## config.mk

```make
export PLATFORM = sky130hd
export DESIGN_NAME = irq_prio_unit
export DESIGN_NICKNAME = d
export VERILOG_FILES = /design/src/rtl/irq_pkg.sv /design/src/rtl/irq_edge_catch.sv /design/src/rtl/irq_prio_pick.sv /design/src/rtl/irq_ctl_regs.sv /design/src/rtl/irq_prio_unit.sv
export SDC_FILE = /design/constraint.sdc
export NUM_CORES = 1
export LEC_CHECK = 0
export BUFFER_PORTS_ARGS = -buffer_cell sky130_fd_sc_hd__buf_2
export CAP_MARGIN = 20
export CORE_MARGIN = 10
export CORE_UTILIZATION = 39
export DETAILED_ROUTE_END_ITERATION = 12
export HOLD_SLACK_MARGIN = 0.05
export MAX_ROUTING_LAYER = met4
export PLACE_DENSITY = 0.77
export SYNTH_ARGS = -nofsm -noshare
export SYNTH_HDL_FRONTEND = slang
export SYNTH_SLANG_ARGS = --single-unit
```

## constraint.sdc

```tcl
create_clock -name clk -period 2.5 [get_ports clk]
set_clock_uncertainty 0.05 [all_clocks]
set_input_delay 0.75 -clock clk [delete_from_list [all_inputs] [get_ports clk]]
set_output_delay 0.75 -clock clk [all_outputs]
set_load 0.01 [all_outputs]
```

## src/rtl/irq_pkg.sv

```systemverilog
package irq_pkg;
  localparam int VEC_W  = 16;
  localparam int NUM_W  = 3;
  localparam int MASK_W = 3;
  localparam int NSRC   = 6;
  localparam int IDX_W  = $clog2(NSRC);

  // index order is priority order, index 0 highest
  typedef enum logic [2:0] {
    SRC_NMI  = 3'd0,
    SRC_HI   = 3'd1,
    SRC_MID  = 3'd2,
    SRC_LO   = 3'd3,
    SRC_EXT  = 3'd4,
    SRC_SW   = 3'd5,
    SRC_NONE = 3'd7
  } src_e;

  function automatic logic [VEC_W-1:0] vec_for(src_e s, logic [NUM_W-1:0] n);
    logic [VEC_W-1:0] v;
    case (s)
      SRC_NMI: v = VEC_W'(16'h0024);
      SRC_HI:  v = VEC_W'(16'h003C);
      SRC_MID: v = VEC_W'(16'h0034);
      SRC_LO:  v = VEC_W'(16'h002C);
      SRC_SW:  v = VEC_W'(n) << 3;
      default: v = '0;
    endcase
    return v;
  endfunction

  function automatic logic is_maskable(src_e s);
    return (s == SRC_HI) || (s == SRC_MID) || (s == SRC_LO) || (s == SRC_EXT);
  endfunction
endpackage

```

## src/rtl/irq_edge_catch.sv

```systemverilog
module irq_edge_catch #(
  parameter bit HOLD_LEVEL = 1'b0
) (
  input  logic clk,
  input  logic rst_n,
  input  logic req_in,
  input  logic clr,
  output logic pend_o,
  output logic fire_o
);
  logic prev_q, pend_q;
  logic rise;
  logic drop;

  assign rise = req_in & ~prev_q;

  generate
    if (HOLD_LEVEL) begin : g_qualified
      assign drop   = ~req_in;
      assign fire_o = pend_q & req_in;
    end else begin : g_sticky
      assign drop   = 1'b0;
      assign fire_o = pend_q;
    end
  endgenerate

  always_ff @(posedge clk) begin
    if (!rst_n) begin
      prev_q <= 1'b0;
      pend_q <= 1'b0;
    end else begin
      prev_q <= req_in;
      if (clr || drop) pend_q <= 1'b0;
      else if (rise)   pend_q <= 1'b1;
    end
  end

  assign pend_o = pend_q;

  // a fresh edge without clear or drop is captured
  a_r4_edge_captured: assert property (@(posedge clk) disable iff (!rst_n)
    (rise && !clr && req_in) |=> pend_o);
  // sticky latch keeps its state until cleared
  a_r4_latch_holds: assert property (@(posedge clk) disable iff (!rst_n)
    (!HOLD_LEVEL && pend_o && !clr) |=> pend_o);
endmodule

```

## src/rtl/irq_prio_pick.sv

```systemverilog
module irq_prio_pick
  import irq_pkg::*;
(
  input  logic             clk,
  input  logic             rst_n,
  input  logic [NSRC-1:0]  req,
  output logic [NSRC-1:0]  grant,
  output src_e             win
);
  always_comb begin
    grant = '0;
    win   = SRC_NONE;
    for (int i = NSRC - 1; i >= 0; i--) begin
      if (req[i]) begin
        grant = '0;
        grant[i] = 1'b1;
        win = src_e'(i[2:0]);
      end
    end
  end

  // never more than one winner, and a winner whenever someone asks
  a_r7_single_grant: assert property (@(posedge clk) disable iff (!rst_n)
    $onehot0(grant) && ((req != '0) == (grant != '0)));
  // the granted source is always a requester
  a_r7_grant_requested: assert property (@(posedge clk) disable iff (!rst_n)
    (grant & ~req) == '0);
endmodule

```

## src/rtl/irq_ctl_regs.sv

```systemverilog
module irq_ctl_regs
  import irq_pkg::*;
(
  input  logic              clk,
  input  logic              rst_n,
  input  logic              mask_wr,
  input  logic [MASK_W-1:0] mask_wdata,
  input  logic              ie_set,
  input  logic              ie_clr,
  input  logic              took_maskable,
  output logic [MASK_W-1:0] mask_o,
  output logic              ie_o
);
  always_ff @(posedge clk) begin
    if (!rst_n) begin
      mask_o <= '1;
      ie_o   <= 1'b0;
    end else begin
      if (mask_wr) mask_o <= mask_wdata;
      if (took_maskable || ie_clr) ie_o <= 1'b0;
      else if (ie_set)             ie_o <= 1'b1;
    end
  end

  // acceptance of a maskable source always leaves the enable clear
  a_r10_enable_dropped: assert property (@(posedge clk) disable iff (!rst_n)
    took_maskable |=> !ie_o);
  // mask only changes on a write
  a_r6_mask_stable: assert property (@(posedge clk) disable iff (!rst_n)
    !mask_wr |=> $stable(mask_o));
endmodule

```

## src/rtl/irq_prio_unit.sv

```systemverilog
module irq_prio_unit
  import irq_pkg::*;
(
  input  logic              clk,
  input  logic              rst_n,
  input  logic              nmi_req,
  input  logic              vec_hi_req,
  input  logic              vec_mid_req,
  input  logic              vec_lo_req,
  input  logic              ext_req,
  input  logic              sw_req,
  input  logic [NUM_W-1:0]  sw_num,
  input  logic              mask_wr,
  input  logic [MASK_W-1:0] mask_wdata,
  input  logic              ie_set,
  input  logic              ie_clr,
  input  logic              clr_hi_pend,
  input  logic              core_take,
  output logic              req_valid,
  output logic [VEC_W-1:0]  req_vector,
  output logic              req_ext,
  output logic              ext_ack,
  output logic [7:0]        stat_word
);
  logic [MASK_W-1:0] mask;
  logic              ie;
  logic              nmi_pend, nmi_fire, hi_pend, hi_fire;
  logic [NSRC-1:0]   req_vec, grant;
  src_e              win;
  logic              accept;
  logic              took_maskable;

  assign accept        = core_take & req_valid;
  assign took_maskable = accept & is_maskable(win);

  irq_edge_catch #(.HOLD_LEVEL(1'b1)) u_nmi (
    .clk(clk), .rst_n(rst_n), .req_in(nmi_req),
    .clr(accept && win == SRC_NMI), .pend_o(nmi_pend), .fire_o(nmi_fire));

  irq_edge_catch #(.HOLD_LEVEL(1'b0)) u_hi (
    .clk(clk), .rst_n(rst_n), .req_in(vec_hi_req),
    .clr((accept && win == SRC_HI) || clr_hi_pend),
    .pend_o(hi_pend), .fire_o(hi_fire));

  irq_ctl_regs u_ctl (
    .clk(clk), .rst_n(rst_n), .mask_wr(mask_wr), .mask_wdata(mask_wdata),
    .ie_set(ie_set), .ie_clr(ie_clr), .took_maskable(took_maskable),
    .mask_o(mask), .ie_o(ie));

  always_comb begin
    req_vec          = '0;
    req_vec[SRC_NMI] = nmi_fire;
    req_vec[SRC_HI]  = hi_fire     & ie & ~mask[2];
    req_vec[SRC_MID] = vec_mid_req & ie & ~mask[1];
    req_vec[SRC_LO]  = vec_lo_req  & ie & ~mask[0];
    req_vec[SRC_EXT] = ext_req     & ie;
    req_vec[SRC_SW]  = sw_req;
  end

  irq_prio_pick u_pick (
    .clk(clk), .rst_n(rst_n), .req(req_vec), .grant(grant), .win(win));

  assign req_valid  = (grant != '0);
  assign req_vector = vec_for(win, sw_num);
  assign req_ext    = (win == SRC_EXT);

  always_ff @(posedge clk) begin
    if (!rst_n) ext_ack <= 1'b0;
    else        ext_ack <= accept && (win == SRC_EXT);
  end

  assign stat_word = {nmi_pend, hi_pend, vec_mid_req, vec_lo_req, ie, mask};

  // a live non-maskable request always owns the output
  a_r2_nmi_wins: assert property (@(posedge clk) disable iff (!rst_n)
    nmi_fire |-> (req_valid && req_vector == 16'h0024 && !req_ext));
  // a masked hi source never shows its vector
  a_r6_hi_masked: assert property (@(posedge clk) disable iff (!rst_n)
    (mask[2] && !nmi_fire) |-> (req_vector != 16'h003C));
  // acknowledge follows acceptance of the non-vectored source
  a_r8_ack_follows: assert property (@(posedge clk) disable iff (!rst_n)
    (accept && req_ext) |=> ext_ack);
  // acknowledge lasts a single cycle
  a_r8_ack_single: assert property (@(posedge clk) disable iff (!rst_n)
    ext_ack |=> !ext_ack);
endmodule

```

Word level (Yosys, flattened, before mapping)
Cells that the tools add are included.
- output and inout port bits: 27
- register bits: 9
- logic and storage cells: 58
- muxes and demuxes: 13
- equal/unequal tests: 5
- bitwise logic cells: 19
- reduce and logical (&&, ||, !) cells: 14
- operator list (kind ; number):
    $mux 6 ; 6
    $pmux 6 s5 ; 1
    $and 1x1->1 ; 12
    $mux 3 ; 4
    $not 1->1 ; 7
    $eq 3x2->1 const B ; 2
    $eq 3x3->1 const B ; 2
    $logic_or 1x1->1 ; 6
    $reduce_bool 6->1 ; 1
    $reduce_or 2->1 ; 3
    $mux 2 ; 2
    $eq 3x1->1 const B ; 1
    $logic_and 1x1->1 ; 3
    $logic_not 3->1 ; 1

Longest topological paths before layout
- word-level depth: 13
- gate-level depth with buffers: 4
- gate-level depth less buffers: 4

By module
From an unflattened synthesis, not the netlist that was laid out.
- cell total of the unflattened synthesis: 86
- area total of the unflattened synthesis: 710.7 um^2
- by module, submodules not included (module ; instances ; cells each ; sequential area each (um^2) ; area an instance (um^2)):
    irq_prio_unit ; 1 ; 48 ; 20.0 ; 332.8
    irq_ctl_regs ; 1 ; 12 ; 80.1 ; 140.1
    irq_prio_pick ; 1 ; 13 ; 0.0 ; 87.6
    irq_edge_catch at u_hi ; 1 ; 7 ; 40.0 ; 75.1
    irq_edge_catch at u_nmi ; 1 ; 6 ; 40.0 ; 75.1

Worst setup path after synthesis
No wires, ideal clock.
- kind: input to output
- start point: in vec_mid_req
- end point: out req_vector[3]
- setup slack: 137 ps
- stages: 4
- buffers on the path: 0
- data required time: 1700 ps
- arrival: 1563 ps
- path through: nor2b_4 or3b_1 and3_1 o22ai_2
- word-level cells in the longest chain between the ends: 7
- elaborated cells between the ends (all ways): 11
- those cells by class: 4 x eq/ne; 4 x mux; 2 x bitwise; 1 x reduce/logical
- RTL lines (item ; RTL line ; text):
    start, declared ; irq_prio_unit.sv:8 ; input logic vec_mid_req,
    $and 1x1->1 * (2 in series) ; irq_prio_unit.sv:54 ; req_vec[SRC_MID] = vec_mid_req & ie & ~mask[1];
    $mux 3 * (3 in series) ; irq_prio_pick.sv:14 ; if (req[i]) begin
    $eq 3x3->1, or another cell as far along ; irq_pkg.sv:21 ; case (s)
    $pmux 6 s5 * ; irq_pkg.sv:21 ;
    end, declared ; irq_prio_unit.sv:20 ; output logic [VEC_W-1:0] req_vector,
Every way passes the cells marked *; elsewhere a longest branch is shown, timed or not.

Worst setup path after layout
- start point: in vec_mid_req
- end point: out req_vector[5]
Same word-level chain as after synthesis.

==> flow_summary.toml <==
[setup_path]
worstPathArrival_ps = 1730
r2r-end = "u_ctl.ie_o$_SDFFE_PP0P_"
path_buf_inv = 2
cp_cell_sequence = "buf_6 > nor2b_4 > or3b_4 > a31oi_1 > or2_1 > buf_2"
crit_path_end_kind = "primary output"
crit-reg2reg-launch = "u_ctl.mask_o[2]$_SDFFE_PN1P_"
crit_family = "simple AND/OR/NAND/NOR gates"
cp.required_ps = 1700
critPathSlowestCell = "or3b_4"
worst_setup_path_start_kind = "primary input"
cp_max_fo = 3
regToRegSetupSlack_ps = 900
critical_path_class = "primary input to primary output"
reg2reg_depth = 6
critPathMaxStageDelay_ps = 370

[final_layout]
nNetsFinal = 129
diodes = 0
final_cell_mix = "buf_2, conb_1, dfxtp_1"
drive_gt1_share_pct = 47.71
area_growth_pct = 30.12
layout_commonest_cell = "buf_2"
final_cells = 125
stdcell_area_um2 = 843.3

[yosys]
syn_area_um2 = 648.1
async_reset_ff_share_pct = 0
ys_seq_area_share_pct = 27.80
yosysWarnings = 0
synth_cells = 72
synth_xor_area_share_pct = 0
synth_edf_count = 0
synth-compound-area-share_pct = 15.83
synth_flop_cell = "dfxtp_1"
ys_ff_latch = 9
synth_simple_gate_area_share_pct = 27.61
yosys-mux-area-fraction_pct = 6.178
synth_top_family_by_area = "simple AND/OR/NAND/NOR gates"
synth_area_per_cell_um2 = 9.002
synthAdderAreaFrac_pct = 0
yosysUniqueCellTypes = 31

[sta]
whs_ps = 436.9
setup_slack_ps = -32.35
post-route-period-util_pct = 101.3
fmax_mhz = 394.9
hold_viol = 0
post-route-min-period_ps = 2532
rsz0062_at_grt = "true"
slew_violations = 0
setup_violations = 3

[drt]
vias_per_cell = 4.632
routed_wl_mm = 1.697
drt_iter0_drc = 15
wl_per_cell_um = 13.58
drcViolationCount = 0
antenna_left = 0
drt-pass1-iter-count = 3
num_vias = 579

[clock_network]
clk_pin_slew_worst_paths_ps = 60
cts_buffers = 3
htreeDepth = 1
cts_tree = "done"
clock_sinks = 9
cts_root_buf = "clkbuf_4"
clockBufferDepth = 2
worstSkewPairLatency_ps = 250

[hold_path]
hold_path_depth = 2
hold_class = "flip-flop to flip-flop"
whs_endpoint = "u_ctl.mask_o[2]$_SDFFE_PN1P_"
hp-start = "u_ctl.mask_o[2]$_SDFFE_PN1P_"

[place]
gp_congestion = 0.7039
dp.cells = 119
io_buffers = 33
dpl.hpwl_mm = 1.497
placed_cell_area_um2 = 777.0
dp_worst_setup_slack_ps = -92.02

[global_routing]
met3_usage_pct = 3.967
gr-usage-all-layers_pct = 9.052
busiest_layer = "met2"
grt_util_met2_pct = 16.45
antenna_found_initial = 0
grt_pass1_vias = 620
grt_pass1_wl_mm = 2.525
use_met1_pct = 8.285
globalRoute.totalOverflow = 0
grt_max_degree = 10

[floorplanning]
die_area_um2 = 3692
die_x_um = 60.77
die_h_um = 60.77
ios = 46
coreArea_um2 = 1541
rows = 14
start_util_pct = 42.05

[power_and_ir_drop]
ir_drop_uv = 278.4
leakagePower_nw = 0.4458
p_per_area_nw_per_um2 = 437.4

[flow_run]
maxCapViolCount = 0

[outcome]
status = "finished, violations left"
violations = "negative setup slack"
[worst max-delay path by stage]
stage | startpoint | to | cells after the start
2_1_floorplan | vec_mid_req | req_vector[3] | 4
3_3_place_gp | vec_mid_req | req_vector[3] | 6
3_5_place_dp | vec_mid_req | req_vector[3] | 6
4_1_cts | vec_mid_req | req_vector[5] | 6
5_1_grt | vec_mid_req | req_vector[5] | 6
6_report | vec_mid_req | req_vector[5] | 6
[worst reg2reg max path, delay by kind of cell (launching register included)]
family                 cells  cell delay [ps]
buffers and inverters      2              260
AND/OR/NAND/NOR            3              580
flip-flops                 1              330
AO/OA/AOI/OAI              1              270
[power breakdown]
| group | switching, mW | total (mW) | internal, mW |
|---|---|---|---|
| sequential | 0.00651 | 0.157 | 0.151 |
| clock | 0.0471 | 0.108 | 0.0613 |
| combinational | 0.0521 | 0.103 | 0.0511 |
[area by class of cell]
type / count / area (µm²)
clock buffers: 4 / 26.28
fillers: 148 / 698.2
inverters: 4 / 15.01
multi-input cells: 53 / 379.1
flip-flops and latches: 9 / 180.2
well taps: 16 / 20.02
repair buffers: 39 / 222.7
[repair_timing]
item / 4_1_cts / 5_1_grt
endpoints found under the setup margin: 3 / 4
pin swaps: 6 / 5
endpoints found under the hold margin: 0 / 0
hold buffers: 0 / 0
gates resized for setup: 1 / 4
buffers inserted: 1 / 1
[sequential cells by signal, indices dropped and copies added, names as in the netlist]
signal        cells
u_ctl.mask_o      3
u_nmi.prev_q      1
ext_ack           1
u_ctl.ie_o        1
u_nmi.pend_o      1
u_hi.fire_o       1
u_hi.prev_q       1
[cells by family after synthesis]
group	Yosys count
AND/OR/NAND/NOR	26
buffers and inverters	21
AO/OA/AOI/OAI	11
flip-flops	9
multiplexers	4
other	1
[cell usage after synthesis (2+ instances only)]
cell type / instances / area share [%]
buf_4: 17 / 20
nand2_1: 7 / 4.1
inv_1: 4 / 2.3
mux2i_1: 4 / 6.2
dfxtp_1: 9 / 28
a21oi_1: 2 / 1.5
and2_1: 4 / 3.9
o21ai_0: 2 / 1.5
[through the flow]
step                      TNS (ps)  power (mW)  utilization (%)
after global placement      -196.0      0.2526            50.41
after floorplan                  0      0.2302                -
final                       -56.19      0.3689            54.71
after global routing        -268.5      0.3909            54.71
after detailed placement    -239.0      0.2553            50.41
after CTS                   -150.2      0.3666            53.00
[layer usage]
metal	part of all wire, %	routed length [µm]
met5	0	0
met4	0	0
met3	13	220
met2	53	899
met1	34	576
Note: power is estimated with default switching activity, not from simulation.
